[config.mk]
export PLATFORM = sky130hd
export DESIGN_NAME = ibr_bridge
export DESIGN_NICKNAME = d
export VERILOG_FILES = /design/src/rtl/ibr_pkg.sv /design/src/rtl/ibr_regs.sv /design/src/rtl/ibr_seq.sv /design/src/rtl/ibr_bridge.sv
export SDC_FILE = /design/constraint.sdc
export NUM_CORES = 1
export LEC_CHECK = 0
export ABC_CLOCK_PERIOD_IN_PS = 1900
export BUFFER_PORTS_ARGS = -buffer_cell sky130_fd_sc_hd__buf_4
export CORE_UTILIZATION = 38
export DETAILED_ROUTE_END_ITERATION = 16
export PLACE_DENSITY = 0.6
export SYNTH_ARGS = -nofsm -noshare
export SYNTH_HDL_FRONTEND = slang
export SYNTH_SLANG_ARGS = --single-unit
[constraint.sdc]
create_clock -name clk -period 1.9 [get_ports clk]
set_input_delay 0.38 -clock clk [delete_from_list [all_inputs] [get_ports clk]]
set_output_delay 0.38 -clock clk [all_outputs]
set_load 0.01 [all_outputs]
[src/rtl/ibr_pkg.sv]
package ibr_pkg;
  localparam logic [1:0] SEL_ADDR = 2'd0;
  localparam logic [1:0] SEL_DATA = 2'd1;
  localparam logic [1:0] SEL_CMD  = 2'd2;
  localparam logic [1:0] SEL_STS  = 2'd3;

  localparam int STS_DONE_BIT = 0;
  localparam int STS_ERR_BIT  = 1;
  localparam int CMD_WR_BIT   = 0;

  typedef enum logic [1:0] {
    ST_IDLE = 2'd0,
    ST_REQ  = 2'd1,
    ST_RSP  = 2'd2
  } ibr_state_e;
endpackage

[src/rtl/ibr_regs.sv]
module ibr_regs
  import ibr_pkg::*;
#(
  parameter int AW = 32,
  parameter int DW = 32
) (
  input  logic          clk,
  input  logic          rst_n,
  input  logic          host_wr_en,
  input  logic [1:0]    host_sel,
  input  logic [DW-1:0] host_wdata,
  output logic [DW-1:0] host_rdata,
  input  logic          cmp_fire,
  input  logic          cmp_err,
  input  logic          cmp_is_read,
  input  logic [DW-1:0] cmp_rdata,
  output logic [AW-1:0] addr_q,
  output logic [DW-1:0] data_q,
  output logic          cmd_wr,
  output logic          cmd_write_flag
);
  logic sts_done, sts_err;
  logic wr_addr, wr_data, wr_sts;

  assign wr_addr = host_wr_en && (host_sel == SEL_ADDR);
  assign wr_data = host_wr_en && (host_sel == SEL_DATA);
  assign wr_sts  = host_wr_en && (host_sel == SEL_STS);
  assign cmd_wr  = host_wr_en && (host_sel == SEL_CMD);
  assign cmd_write_flag = host_wdata[CMD_WR_BIT];

  always_ff @(posedge clk) begin
    if (!rst_n) begin
      addr_q <= '0;
    end else if (wr_addr) begin
      addr_q <= host_wdata[AW-1:0];
    end
  end

  always_ff @(posedge clk) begin
    if (!rst_n) begin
      data_q <= '0;
    end else if (cmp_fire && !cmp_err && cmp_is_read) begin
      data_q <= cmp_rdata;
    end else if (wr_data) begin
      data_q <= host_wdata;
    end
  end

  always_ff @(posedge clk) begin
    if (!rst_n) begin
      sts_done <= 1'b0;
      sts_err  <= 1'b0;
    end else if (cmp_fire) begin
      if (cmp_err) sts_err <= 1'b1;
      else         sts_done <= 1'b1;
    end else if (wr_sts) begin
      sts_done <= 1'b0;
      sts_err  <= 1'b0;
    end
  end

  always_comb begin
    host_rdata = '0;
    case (host_sel)
      SEL_ADDR: host_rdata[AW-1:0] = addr_q;
      SEL_DATA: host_rdata = data_q;
      SEL_STS: begin
        host_rdata[STS_DONE_BIT] = sts_done;
        host_rdata[STS_ERR_BIT]  = sts_err;
      end
      default: host_rdata = '0;
    endcase
  end

  // a status write without a completion in the same cycle clears both bits
  assert_sts_clear_R2: assert property (@(posedge clk) disable iff (!rst_n)
    (wr_sts && !cmp_fire) |=> (!sts_done && !sts_err));

  // an error response raises the error bit and keeps the data word
  assert_err_keeps_data_R7: assert property (@(posedge clk) disable iff (!rst_n)
    (cmp_fire && cmp_err && !wr_data) |=> (sts_err && $stable(data_q)));

  // address or data writes leave the status bits alone
  assert_sticky_status_R10: assert property (@(posedge clk) disable iff (!rst_n)
    ((wr_addr || wr_data) && !cmp_fire) |=> ($stable(sts_done) && $stable(sts_err)));
endmodule

[src/rtl/ibr_seq.sv]
module ibr_seq
  import ibr_pkg::*;
#(
  parameter int AW = 32,
  parameter int DW = 32
) (
  input  logic          clk,
  input  logic          rst_n,
  input  logic          cmd_wr,
  input  logic          cmd_write_flag,
  input  logic [AW-1:0] addr_q,
  input  logic [DW-1:0] data_q,
  output logic          bus_req_valid,
  input  logic          bus_req_ready,
  output logic          bus_req_write,
  output logic [AW-1:0] bus_req_addr,
  output logic [DW-1:0] bus_req_wdata,
  input  logic          bus_rsp_valid,
  output logic          bus_rsp_ready,
  input  logic          bus_rsp_err,
  input  logic [DW-1:0] bus_rsp_rdata,
  output logic          cmp_fire,
  output logic          cmp_err,
  output logic          cmp_is_read,
  output logic [DW-1:0] cmp_rdata
);
  ibr_state_e    state;
  logic [AW-1:0] lat_addr;
  logic [DW-1:0] lat_wdata;
  logic          lat_write;
  logic          idle;

  assign idle = (state == ST_IDLE);

  always_ff @(posedge clk) begin
    if (!rst_n) begin
      state     <= ST_IDLE;
      lat_addr  <= '0;
      lat_wdata <= '0;
      lat_write <= 1'b0;
    end else begin
      case (state)
        ST_IDLE: if (cmd_wr) begin
          lat_addr  <= addr_q;
          lat_wdata <= data_q;
          lat_write <= cmd_write_flag;
          state     <= ST_REQ;
        end
        ST_REQ:  if (bus_req_ready) state <= ST_RSP;
        ST_RSP:  if (bus_rsp_valid) state <= ST_IDLE;
        default: state <= ST_IDLE;
      endcase
    end
  end

  assign bus_req_valid = (state == ST_REQ);
  assign bus_rsp_ready = (state == ST_RSP);
  assign bus_req_write = lat_write;
  assign bus_req_addr  = lat_addr;
  assign bus_req_wdata = lat_wdata;

  assign cmp_fire    = bus_rsp_ready && bus_rsp_valid;
  assign cmp_err     = bus_rsp_err;
  assign cmp_is_read = !lat_write;
  assign cmp_rdata   = bus_rsp_rdata;

  // an accepted command makes a request visible on the next cycle
  assert_start_req_R3: assert property (@(posedge clk) disable iff (!rst_n)
    (idle && cmd_wr) |=> bus_req_valid);

  // a stalled request holds all its fields
  assert_req_hold_R5: assert property (@(posedge clk) disable iff (!rst_n)
    (bus_req_valid && !bus_req_ready) |=>
      (bus_req_valid && $stable(bus_req_addr) && $stable(bus_req_wdata) && $stable(bus_req_write)));

  // one request per start, valid drops after the handshake
  assert_single_req_R5: assert property (@(posedge clk) disable iff (!rst_n)
    (bus_req_valid && bus_req_ready) |=> !bus_req_valid);

  // a command while busy does not disturb the running transaction
  assert_busy_cmd_ignored_R9: assert property (@(posedge clk) disable iff (!rst_n)
    (!idle && cmd_wr) |=> ($stable(bus_req_addr) && $stable(bus_req_write)));
endmodule

[src/rtl/ibr_bridge.sv]
module ibr_bridge #(
  parameter int AW = 32,
  parameter int DW = 32
) (
  input  logic          clk,
  input  logic          rst_n,
  input  logic          host_wr_en,
  input  logic [1:0]    host_sel,
  input  logic [DW-1:0] host_wdata,
  output logic [DW-1:0] host_rdata,
  output logic          bus_req_valid,
  input  logic          bus_req_ready,
  output logic          bus_req_write,
  output logic [AW-1:0] bus_req_addr,
  output logic [DW-1:0] bus_req_wdata,
  input  logic          bus_rsp_valid,
  output logic          bus_rsp_ready,
  input  logic          bus_rsp_err,
  input  logic [DW-1:0] bus_rsp_rdata
);
  logic [AW-1:0] addr_q;
  logic [DW-1:0] data_q;
  logic          cmd_wr, cmd_write_flag;
  logic          cmp_fire, cmp_err, cmp_is_read;
  logic [DW-1:0] cmp_rdata;

  ibr_regs #(.AW(AW), .DW(DW)) u_regs (
    .clk(clk), .rst_n(rst_n),
    .host_wr_en(host_wr_en), .host_sel(host_sel),
    .host_wdata(host_wdata), .host_rdata(host_rdata),
    .cmp_fire(cmp_fire), .cmp_err(cmp_err),
    .cmp_is_read(cmp_is_read), .cmp_rdata(cmp_rdata),
    .addr_q(addr_q), .data_q(data_q),
    .cmd_wr(cmd_wr), .cmd_write_flag(cmd_write_flag)
  );

  ibr_seq #(.AW(AW), .DW(DW)) u_seq (
    .clk(clk), .rst_n(rst_n),
    .cmd_wr(cmd_wr), .cmd_write_flag(cmd_write_flag),
    .addr_q(addr_q), .data_q(data_q),
    .bus_req_valid(bus_req_valid), .bus_req_ready(bus_req_ready),
    .bus_req_write(bus_req_write), .bus_req_addr(bus_req_addr),
    .bus_req_wdata(bus_req_wdata),
    .bus_rsp_valid(bus_rsp_valid), .bus_rsp_ready(bus_rsp_ready),
    .bus_rsp_err(bus_rsp_err), .bus_rsp_rdata(bus_rsp_rdata),
    .cmp_fire(cmp_fire), .cmp_err(cmp_err),
    .cmp_is_read(cmp_is_read), .cmp_rdata(cmp_rdata)
  );
endmodule

### After elaboration in Yosys (flattened, before gate mapping)

Cells that the tools add are included.

| word-level totals | value |
|---|---|
| input bits | 72 |
| flip-flop bits (word level) | 133 |
| logic and storage cells | 48 |
| output and inout port bits | 99 |

| operators by class | value |
|---|---|
| muxes and demuxes | 13 |
| equality and inequality tests | 10 |
| reduce and logical (&&, ||, !) cells | 17 |

Operators with widths:

| cell | count |
|---|---|
| 32-bit two-way mux | 2 |
| 30-bit one-hot mux with 2 select lines | 1 |
| 2-bit one-hot mux with 3 select lines | 2 |
| 2-bit != test, second input constant | 4 |
| 1-bit logical AND | 7 |
| 2-bit equality test, second input constant | 3 |
| 2-bit two-way mux | 3 |
| 2-bit AND reduction | 3 |
| 1-bit two-way mux | 5 |
| 2-bit by 1-bit equality test with 1-bit output, second input constant | 2 |
| 2-bit zero test | 2 |
| 2-bit nonzero test | 2 |
| 3-bit AND reduction | 1 |
| 1-bit zero test | 2 |
| 2-bit by 1-bit != test with 1-bit output, second input constant | 1 |

### Depth between registers and ports, before layout

Gate-level depths: netlist (run 1).

| depth | value |
|---|---|
| depth in word-level cells | 5 |
| gate-level depth with buffers | 7 |
| depth with buffers taken out | 3 |

### Hierarchy

A second synthesis (run 1) with hierarchy kept.

| unflattened totals | value |
|---|---|
| cell total of the unflattened synthesis | 734 |
| area, all modules | 6078.3 sq um |

By module, submodules not included:

| module | area each (sq um) | seq. area each (sq um) | cells an instance | instances |
|---|---|---|---|---|
| ibr_regs | 3120.5 | 1321.3 | 406 | 1 |
| ibr_seq | 2957.8 | 1341.3 | 328 | 1 |

### Worst setup path before layout (run 1)

No wires, ideal clock.

| path | value |
|---|---|
| kind | input -> output |
| from | input port host_sel[0] |
| to | output port host_rdata[14] |
| required time | 1.520 ns |
| arrival time | 1.322 ns |
| stages on the path | 6 |
| path slack | 0.198 ns |
| path buffers | 4 |
| path through | buf_4 buf_6 buf_2 buf_2 mux2i_1 nor2_1 |

| between the ends | value |
|---|---|
| cells in the longest elaborated chain, start to end | 2 |
| elaborated cells on any way between the ends | 3 |
| classes of those cells | eq/ne (1); mux (1); reduce/logical (1) |

Ends and longest elaborated chain:

| what | line | source |
|---|---|---|
| start, declared | ibr_bridge.sv:8 | `input logic [1:0] host_sel,` |
| 2-bit by 1-bit equality test with 1-bit output / 2-bit zero test (equally long branches) | ibr_regs.sv:64 | `case (host_sel)` |
| 30-bit one-hot mux with 2 select lines (*) | ibr_regs.sv:64 |  |
| end, declared | ibr_bridge.sv:10 | `output logic [DW-1:0] host_rdata,` |

Mark *: on every way between the ends. The rest lies on a longest branch, timed or not.

### Final worst setup path (run 1)

| path | value |
|---|---|
| from | input port host_sel[0] |
| to | output port host_rdata[4] |

The elaborated chain is that of the path after synthesis.

==> impl_metrics.ini, run 1 <==
[clock_tree]
clk_latency_ps = 410
cts.htree.levels = 4
cts_num_sinks = 133
cts_tree = built
path_clk_slew_ps = 60
cts_inserted_buffers = 17
post-cts-setup-buffers = 0
cts_buffer_depth = 2
cts_root_buffer = clkbuf_16
ctsHoldBuffers = 0
ctsResizeCount = 0

[synth]
synth_compound_area_share_pct = 22.1
synth_warnings = 0
muxShareOfSynthArea_pct = 5.28
postSynthCellCount = 719
synth_cell_types = 33
synth_edf_count = 0
avgSynthCellArea_um2 = 8.51
synth_top_family_by_area = simple AND/OR/NAND/NOR gates
synth-seq-cells = 133
synth-adder-area-share_pct = 0
synthFlopType = dfxtp_1
synth_simple_gate_area_share_pct = 22.4
async_reset_ff_share_pct = 0
synth-seq-area-share_pct = 43.5
synth_fp_nets = 791
synth_xor_xnor_area_share_pct = 0
synth.cell_area_um2 = 6120

[detailed_routing]
drc = 0
vias = 5852
firstDrtPassIters = 4
drt-initial-drc-count = 335
wl_um = 19200
wire_per_inst_um = 17.5
ant_nets = 0
via_per_inst = 5.35

[pwr]
pwr-share-clk_pct = 47.1
p_switching_mw = 1.67
p_leak_nw = 3.13
combPwrFrac_pct = 10.1
power.internal_mw = 5.10
vdd_ir_drop_max_uv = 584
netSwitchingFraction_pct = 24.6
power_frac_seq_pct = 42.8
pwr_density_cell_nw_per_um2 = 823

[grt]
top_usage_layer = met2
use_met3_pct = 5.20
grt_overflow = 0
global_route.usage.total_pct = 23.7
grt_util_met2_pct = 38.8
grt_use_met1_pct = 30.4
antenna_found_initial = 0
grt_start_max_net_pins = 50
grt_pass1_vias = 5761
grt_pass1_wl_um = 30300

[die]
die_y_um = 129
die_x_um = 129
start_util_pct = 38.7
core-area_um2 = 15800
placementRows = 46
dieArea_um2 = 16600
num_io_pins = 171

[timing]
min_period_over_period_pct = 91.3
rsz0062_at_grt = no
setup-tns-final_ps = 0
period_minus_slack_ps = 1730
setup_viol = 0
drv_slew = 0
fin_skew_ps = 6.47
maxSlewHeadroom_pct = 71.7
finalHoldViolCount = 0
worstMarginPinSlew_ps = 425
fmax_ghz = 0.576

[worst_setup_path]
start_kind = input port
path_depth = 5
cp.arrival_ps = 1350
critPathMaxFanout = 36
worstRegToRegCells = 4
cp_top_family = buffers and inverters
cp_slowest_stage_delay_ps = 270
r2r_end = u_regs.data_q[10]
slowest_stage = buf_4
crit_path_cell_trace = buf_4 > buf_12 > mux2i_1 > nor2_1 > buf_4
cp_num_buf_inv = 3
reg2reg_slack_ps = 370
cp.required_ps = 1520
timing.rr.start = u_seq.bus_req_write
cpMostUsedCell = buf_4
worstSetupPathType = in2out
cp-end-kind = primary output

[cells_and_area]
multi_input_area_um2 = 3060
regArea_um2 = 2660
fill_cells = 1507
syn_to_final_growth_pct = 34.5
n_antenna_cell = 0
nets = 937
fin_area_um2 = 8230
layout-drive-gt1-share_pct = 31.4

[status]
status = completed

[place]
dp_hpwl_um = 13000
dpl_cell_area_um2 = 7650
numPortBuffers = 170
place_congestion = 0.800

[worst_hold_path]
holdCritStartpoint = host_wdata[19]
holdPathEnd = u_regs.addr_q[19]
min_path_type = in2reg
min_path_cells = 3

[run]
maxCapViolCount = 0
[cell families after synthesis]
| group | count (synthesis) |
|---|---|
| compound gates | 202 |
| buf+inv | 80 |
| flops | 133 |
| mux | 32 |
| simple gates | 272 |
[metrics by stage]
stage | worst slack [ps] | instances | power [mW] | hold WS (ps) | util [%]
2_1_floorplan | 198 | 719 | 3.30 | 449 | -
3_3_place_gp | 112 | 1062 | 3.63 | 457 | 48.3
3_5_place_dp | 154 | 1062 | 3.64 | 467 | 48.3
4_1_cts | 161 | 1094 | 6.82 | 204 | 52.0
5_1_grt | 85.8 | 1094 | 7.00 | 213 | 52.0
6_report | 165 | 1094 | 6.77 | 223 | 52.0
[cell usage in the layout (no fill, tap or decap), drive strengths merged, types with 30 or more instances in the layout]
master / instances
o21ai: 65
nand3b: 67
mux2i: 30
nand2: 128
dfxtp: 133
a21oi: 97
a311oi: 32
buf: 203
nor3: 32
nor2: 34
[cell usage after synthesis, drive strengths merged, types with 3 or more instances]
cell / instances / share of area [%]
nand3b: 67 / 8.3
mux2i: 30 / 4.9
clkbuf: 34 / 2.1
a311oi: 32 / 7.8
buf: 42 / 4.5
dfxtp: 133 / 44
nor2: 34 / 2.1
nand2: 128 / 7.9
o21a: 3 / 0.37
o21ai: 65 / 5.3
nor3: 32 / 2.6
a21oi: 97 / 7.9
inv: 4 / 0.25
[power groups by stage]
stage	clock, mW	combinational, mW	sequential [mW]
2_1_floorplan	0	0.359	2.95
6_report	3.19	0.682	2.90
5_1_grt	3.37	0.734	2.90
3_3_place_gp	0	0.671	2.95
4_1_cts	3.24	0.683	2.90
3_5_place_dp	0	0.681	2.96
[registers in the layout, summed over array words and instances (netlist names)]
| name | count |
|---|---|
| u_seq.bus_req_write | 1 |
| u_regs.sts_done | 1 |
| u_regs.data_q | 32 |
| u_seq.bus_req_wdata | 32 |
| u_seq.state | 2 |
| u_seq.bus_req_addr | 32 |
| u_regs.sts_err | 1 |
| u_regs.addr_q | 32 |
[worst register-to-register path: cells and delay by family, from the launching register on]
family,cells,cell delay [ps]
DFF,1,320
and+or+nand+nor,2,590
buffers and inverters,1,270
AOI/OAI and AO/OA,1,260
[metal layers]
layer,part of all wire (%),wire length [um],vias to the layer above
met5,0,0,-
met4,1.6,309,0
met3,5.0,958,21
met2,49,9440,166
met1,44,8480,2842
li1,-,-,2823
[final cells by class]
cell class	instances	area share (%)
clock buffer	18	5.34
clock inverter	14	1.66
inverter	4	0.213
multi-input combinational	506	37.2
sequential	133	32.4
tap	216	3.29
timing repair buffer	203	19.9
[how the worst max path moves through the flow]
stage | start | to
after detailed placement | host_sel[1] | u_seq.bus_req_wdata[5]
after global placement | host_sel[0] | host_rdata[8]
after global routing | host_sel[0] | host_rdata[4]
after CTS | u_regs.sts_done | host_rdata[0]
after floorplan | host_sel[0] | host_rdata[14]
final | host_sel[0] | host_rdata[4]
Power figures use the tool's default switching activity.
==> run 2: changes to the inputs <==
Settings changed: ABC_CLOCK_PERIOD_IN_PS 1900 to 1800, REMOVE_ABC_BUFFERS set to 1.
Clock period 1.9 ns to 1.8 ns, I/O delays scaled along.
==> run 2 against run 1 <==
  * Cell area grew 0.64%
  * Worst hold slack lost 26 ps
  * Die area is the same
  * Largest power group unchanged
  * Highest routed layer unchanged
==> impl_metrics.ini, run 2 (same netlist as run 1, synthesis figures left out) <==
[status]
status = completed

[worst_setup_path]
cp_slowest_stage_delay_ps = 280
cp-end-kind = primary output
start_kind = input port
cpMostUsedCell = buf_4
cp_top_family = buffers and inverters
cp.required_ps = 1440
cp.arrival_ps = 1380
critPathMaxFanout = 26
cp_num_buf_inv = 3
timing.rr.start = u_seq.state[1]
cp-startpoint = host_sel[0]
worstSetupPathType = in2out
crit_path_cell_trace = buf_4 > buf_12 > nor2_1 > a22o_1 > buf_4
slowest_stage = buf_4

[place]
dp.cells = 1071
dp_hpwl_um = 12700
dp_slack_ps = 68.8
place_congestion = 0.817
numPortBuffers = 170

[die]
die_y_um = 129
placementRows = 46
num_io_pins = 171
die_x_um = 129
core-area_um2 = 15800
dieArea_um2 = 16600
start_util_pct = 38.7

[timing]
fin_skew_ps = 7.45
period_minus_slack_ps = 1740
setup_viol = 0
drv_slew = 0
fmax_ghz = 0.576
worstMarginPinSlew_ps = 637
layout_setup_ws_ps = 64.3
min_period_over_period_pct = 96.4
maxSlewHeadroom_pct = 57.6
rsz0062_at_grt = no
setup-tns-final_ps = 0
finalHoldViolCount = 0

[pwr]
pwr_density_cell_nw_per_um2 = 866
vdd_ir_drop_max_uv = 644
p_leak_nw = 3.17

[grt]
grt_pass1_wl_um = 29400
grt_start_max_net_pins = 78
grt_overflow = 0
global_route.usage.total_pct = 23.1
antenna_found_initial = 0
grt_pass1_vias = 5755

[detailed_routing]
wire_per_inst_um = 17.2
top_layer_used = met4
met1Wirelength_um = 8290
vias = 5948
ant_nets = 0
drt-initial-drc-count = 439
wl_um = 19000
met2_length_um = 8840
via_per_inst = 5.40
drc = 0
wl_met3_um = 1430
firstDrtPassIters = 6

[cells_and_area]
nets = 946
n_antenna_cell = 0
instances_no_fill = 1101
syn_to_final_growth_pct = 35.3
layout-drive-gt1-share_pct = 31.5
layout_commonest_cell = buf_4
final_cell_mix = buf_4, dfxtp_1, nand2_1

[clock_tree]
path_clk_slew_ps = 50
post-cts-setup-buffers = 0
cts_inserted_buffers = 17
cts_num_sinks = 133
cts.htree.levels = 4
cts_root_buffer = clkbuf_16
cts_buffer_depth = 2
ctsResizeCount = 0
ctsHoldBuffers = 0
clk_latency_ps = 420
cts_tree = built

[worst_hold_path]
min_path_type = in2reg
holdCritStartpoint = host_wdata[21]

[run]
maxCapViolCount = 0
## run 2: path summary, 6_finish.rpt
| check | to | slack (ps) | cells past startpoint |
|---|---|---|---|
| setup reg to reg | u_seq.bus_req_wdata[15] | 240 | 4 |
| hold reg to reg | u_regs.addr_q[19] | 470 | 2 |
| hold / removal | u_regs.addr_q[21] | 200 | 3 |
| setup / recovery | host_rdata[1] | 60 | 5 |
## run 2: worst min-delay path, delay by kind of cell
family          cells  cell delay [ps]
buf+inv             1              110
simple gates        1               50
compound gates      1               50
## run 2: metal layers
metal / GRT usage (%) / vias to the layer above
met3: 5.86 / 28
met5: 0 / -
met4: 9.00 / 0
met2: 37.9 / 224
li1: - / 2836
met1: 29.1 / 2860
## run 2: cell type report
class | count | area (um^2)
Clock inverter | 4 | 70.1
Clock buffer | 26 | 499
Multi-Input combinational cell | 506 | 3070
Tap cell | 216 | 270
Timing Repair Buffer | 212 | 1690
Sequential cell | 133 | 2660
Fill cell | 1481 | 7550
Inverter | 4 | 17.5
## run 2: where the power goes
group | internal [mW] | leakage (nW) | switching, mW
clock network | 2.17 | 0.280 | 1.21
registers | 3.01 | 1.08 | 0.0477
logic | 0.328 | 1.81 | 0.408
## run 2: per-stage QoR
| step | hold slack (ps) | power [mW] | area [um^2] | utilization [%] |
|---|---|---|---|---|
| finish | 197 | 7.17 | 8280 | 52.3 |
| detailed placement | 464 | 3.85 | 7710 | 48.7 |
| global placement | 460 | 3.84 | 7710 | 48.7 |
| global route | 194 | 7.42 | 8280 | 52.3 |
| CTS | 182 | 7.22 | 8280 | 52.3 |
| floorplan | 449 | 3.39 | 5720 | - |
==> run 3: changes to the inputs <==
Settings changed: ABC_CLOCK_PERIOD_IN_PS 1800 to 2100.
Clock period 1.8 ns to 2.1 ns, I/O delays scaled along.
==> run 3 against run 2 <==
  * Critical path depth did not move
  * Register-to-register slack improved by 380 ps
  * Core utilization fell by 0.56 points
  * Die area did not move
  * Clock-buffer cell count rose by 1
==> impl_metrics.ini, run 3 (same netlist as run 1, synthesis figures left out) <==
[place]
numPortBuffers = 170
dp_hpwl_um = 12400
place_congestion = 0.804

[worst_setup_path]
cp.arrival_ps = 1400
start_kind = input port
reg2reg_slack_ps = 620
cp.required_ps = 1680
critPathMaxFanout = 54
cp-end-kind = primary output
worstSetupPathType = in2out

[cells_and_area]
utilization_pct = 51.7
nets = 932
final_cell_mix = buf_4, dfxtp_1, nand2_1
syn_to_final_growth_pct = 33.9
n_antenna_cell = 0
layout_commonest_cell = buf_4
layout-drive-gt1-share_pct = 30.7

[timing]
maxSlewHeadroom_pct = 72.2
finalHoldViolCount = 0
setup-tns-final_ps = 0
setup_viol = 0
worstMarginPinSlew_ps = 418
rsz0062_at_grt = no
drv_slew = 0
period_minus_slack_ps = 1820
fin_skew_ps = 4.72
fmax_ghz = 0.548
min_period_over_period_pct = 86.8

[pwr]
power.internal_mw = 4.68
combPwrFrac_pct = 10.0
vdd_ir_drop_max_uv = 546
p_leak_nw = 3.12
pwr-share-clk_pct = 47.2
netSwitchingFraction_pct = 23.5
pwr_density_cell_nw_per_um2 = 747
power_frac_seq_pct = 42.8
p_switching_mw = 1.43

[grt]
global_route.usage.total_pct = 22.9
grt_pass1_vias = 5528
grt_overflow = 0
grt_start_max_net_pins = 57
grt_pass1_wl_um = 29100
antenna_found_initial = 0

[detailed_routing]
via_per_inst = 5.32
drc = 0
firstDrtPassIters = 5
wire_per_inst_um = 17.2
ant_nets = 0
vias = 5784
drt-initial-drc-count = 308
wl_um = 18700

[status]
status = completed

[clock_tree]
cts_root_buffer = clkbuf_16
ctsHoldBuffers = 0
ctsResizeCount = 0
cts_buffer_depth = 2
cts_inserted_buffers = 17
cts_tree = built
cts_num_sinks = 133
clk_latency_ps = 420
cts.htree.levels = 4
post-cts-setup-buffers = 0
path_clk_slew_ps = 60

[worst_hold_path]
min_path_type = in2reg

[die]
placementRows = 46
core-area_um2 = 15800
die_y_um = 129
dieArea_um2 = 16600
die_x_um = 129
num_io_pins = 171
start_util_pct = 38.7

[run]
maxCapViolCount = 0
[run 3: changes by cell type in the layout (fill, tap and decap cells not counted), sizes merged]
cell and change:
clkbuf +1, buf -14, bufinv -1
[run 3: stage by stage]
stage | setup WS (ps) | power, mW | hold slack (ps) | std cells | area (um^2)
floorplan | -855 | 2.91 | 449 | 643 | 5720
global placement | 319 | 3.27 | 461 | 1057 | 7620
detailed placement | 287 | 3.28 | 463 | 1057 | 7620
CTS | 289 | 6.15 | 240 | 1087 | 8190
global route | 225 | 6.32 | 247 | 1087 | 8190
finish | 276 | 6.12 | 250 | 1087 | 8190
[run 3: layer usage]
metal	up-vias	share of wire (%)	GRT usage [%]
met5	-	0	0
met4	0	1.5	7.47
met3	23	6.0	5.45
met2	196	49	38.8
met1	2764	44	28.6
li1	2801	-	-
[run 3: power groups by stage]
stage / clock network, mW / registers [mW] / logic (mW)
5_1_grt: 3.04 / 2.62 / 0.658
4_1_cts: 2.91 / 2.62 / 0.613
3_3_place_gp: 0 / 2.67 / 0.600
6_report: 2.88 / 2.62 / 0.612
2_1_floorplan: 0 / 2.67 / 0.240
3_5_place_dp: 0 / 2.67 / 0.612
[run 3: worst paths after layout]
kind	start	to	cells after the start
worst max-delay path	host_sel[0]	host_rdata[1]	5
worst min-delay path	rst_n	u_regs.sts_done	2
worst max register to register	u_seq.bus_req_write	u_regs.data_q[16]	4
worst min register to register	u_regs.addr_q[14]	u_regs.addr_q[14]	2
[run 3: layout make-up]
cell class,instances,area (um^2)
inverter,4,17.5
fill,1510,7640
clock buffer,27,533
multi-input combinational,506,3070
timing repair buffer,198,1600
sequential,133,2660
clock inverter,3,40.0
tap,216,270
[run 3: worst max-delay path, stage by stage]
cell,delay [ps]
buf_4,210
buf_12,260
nor2_1,100
a22o_1,240
buf_4,140
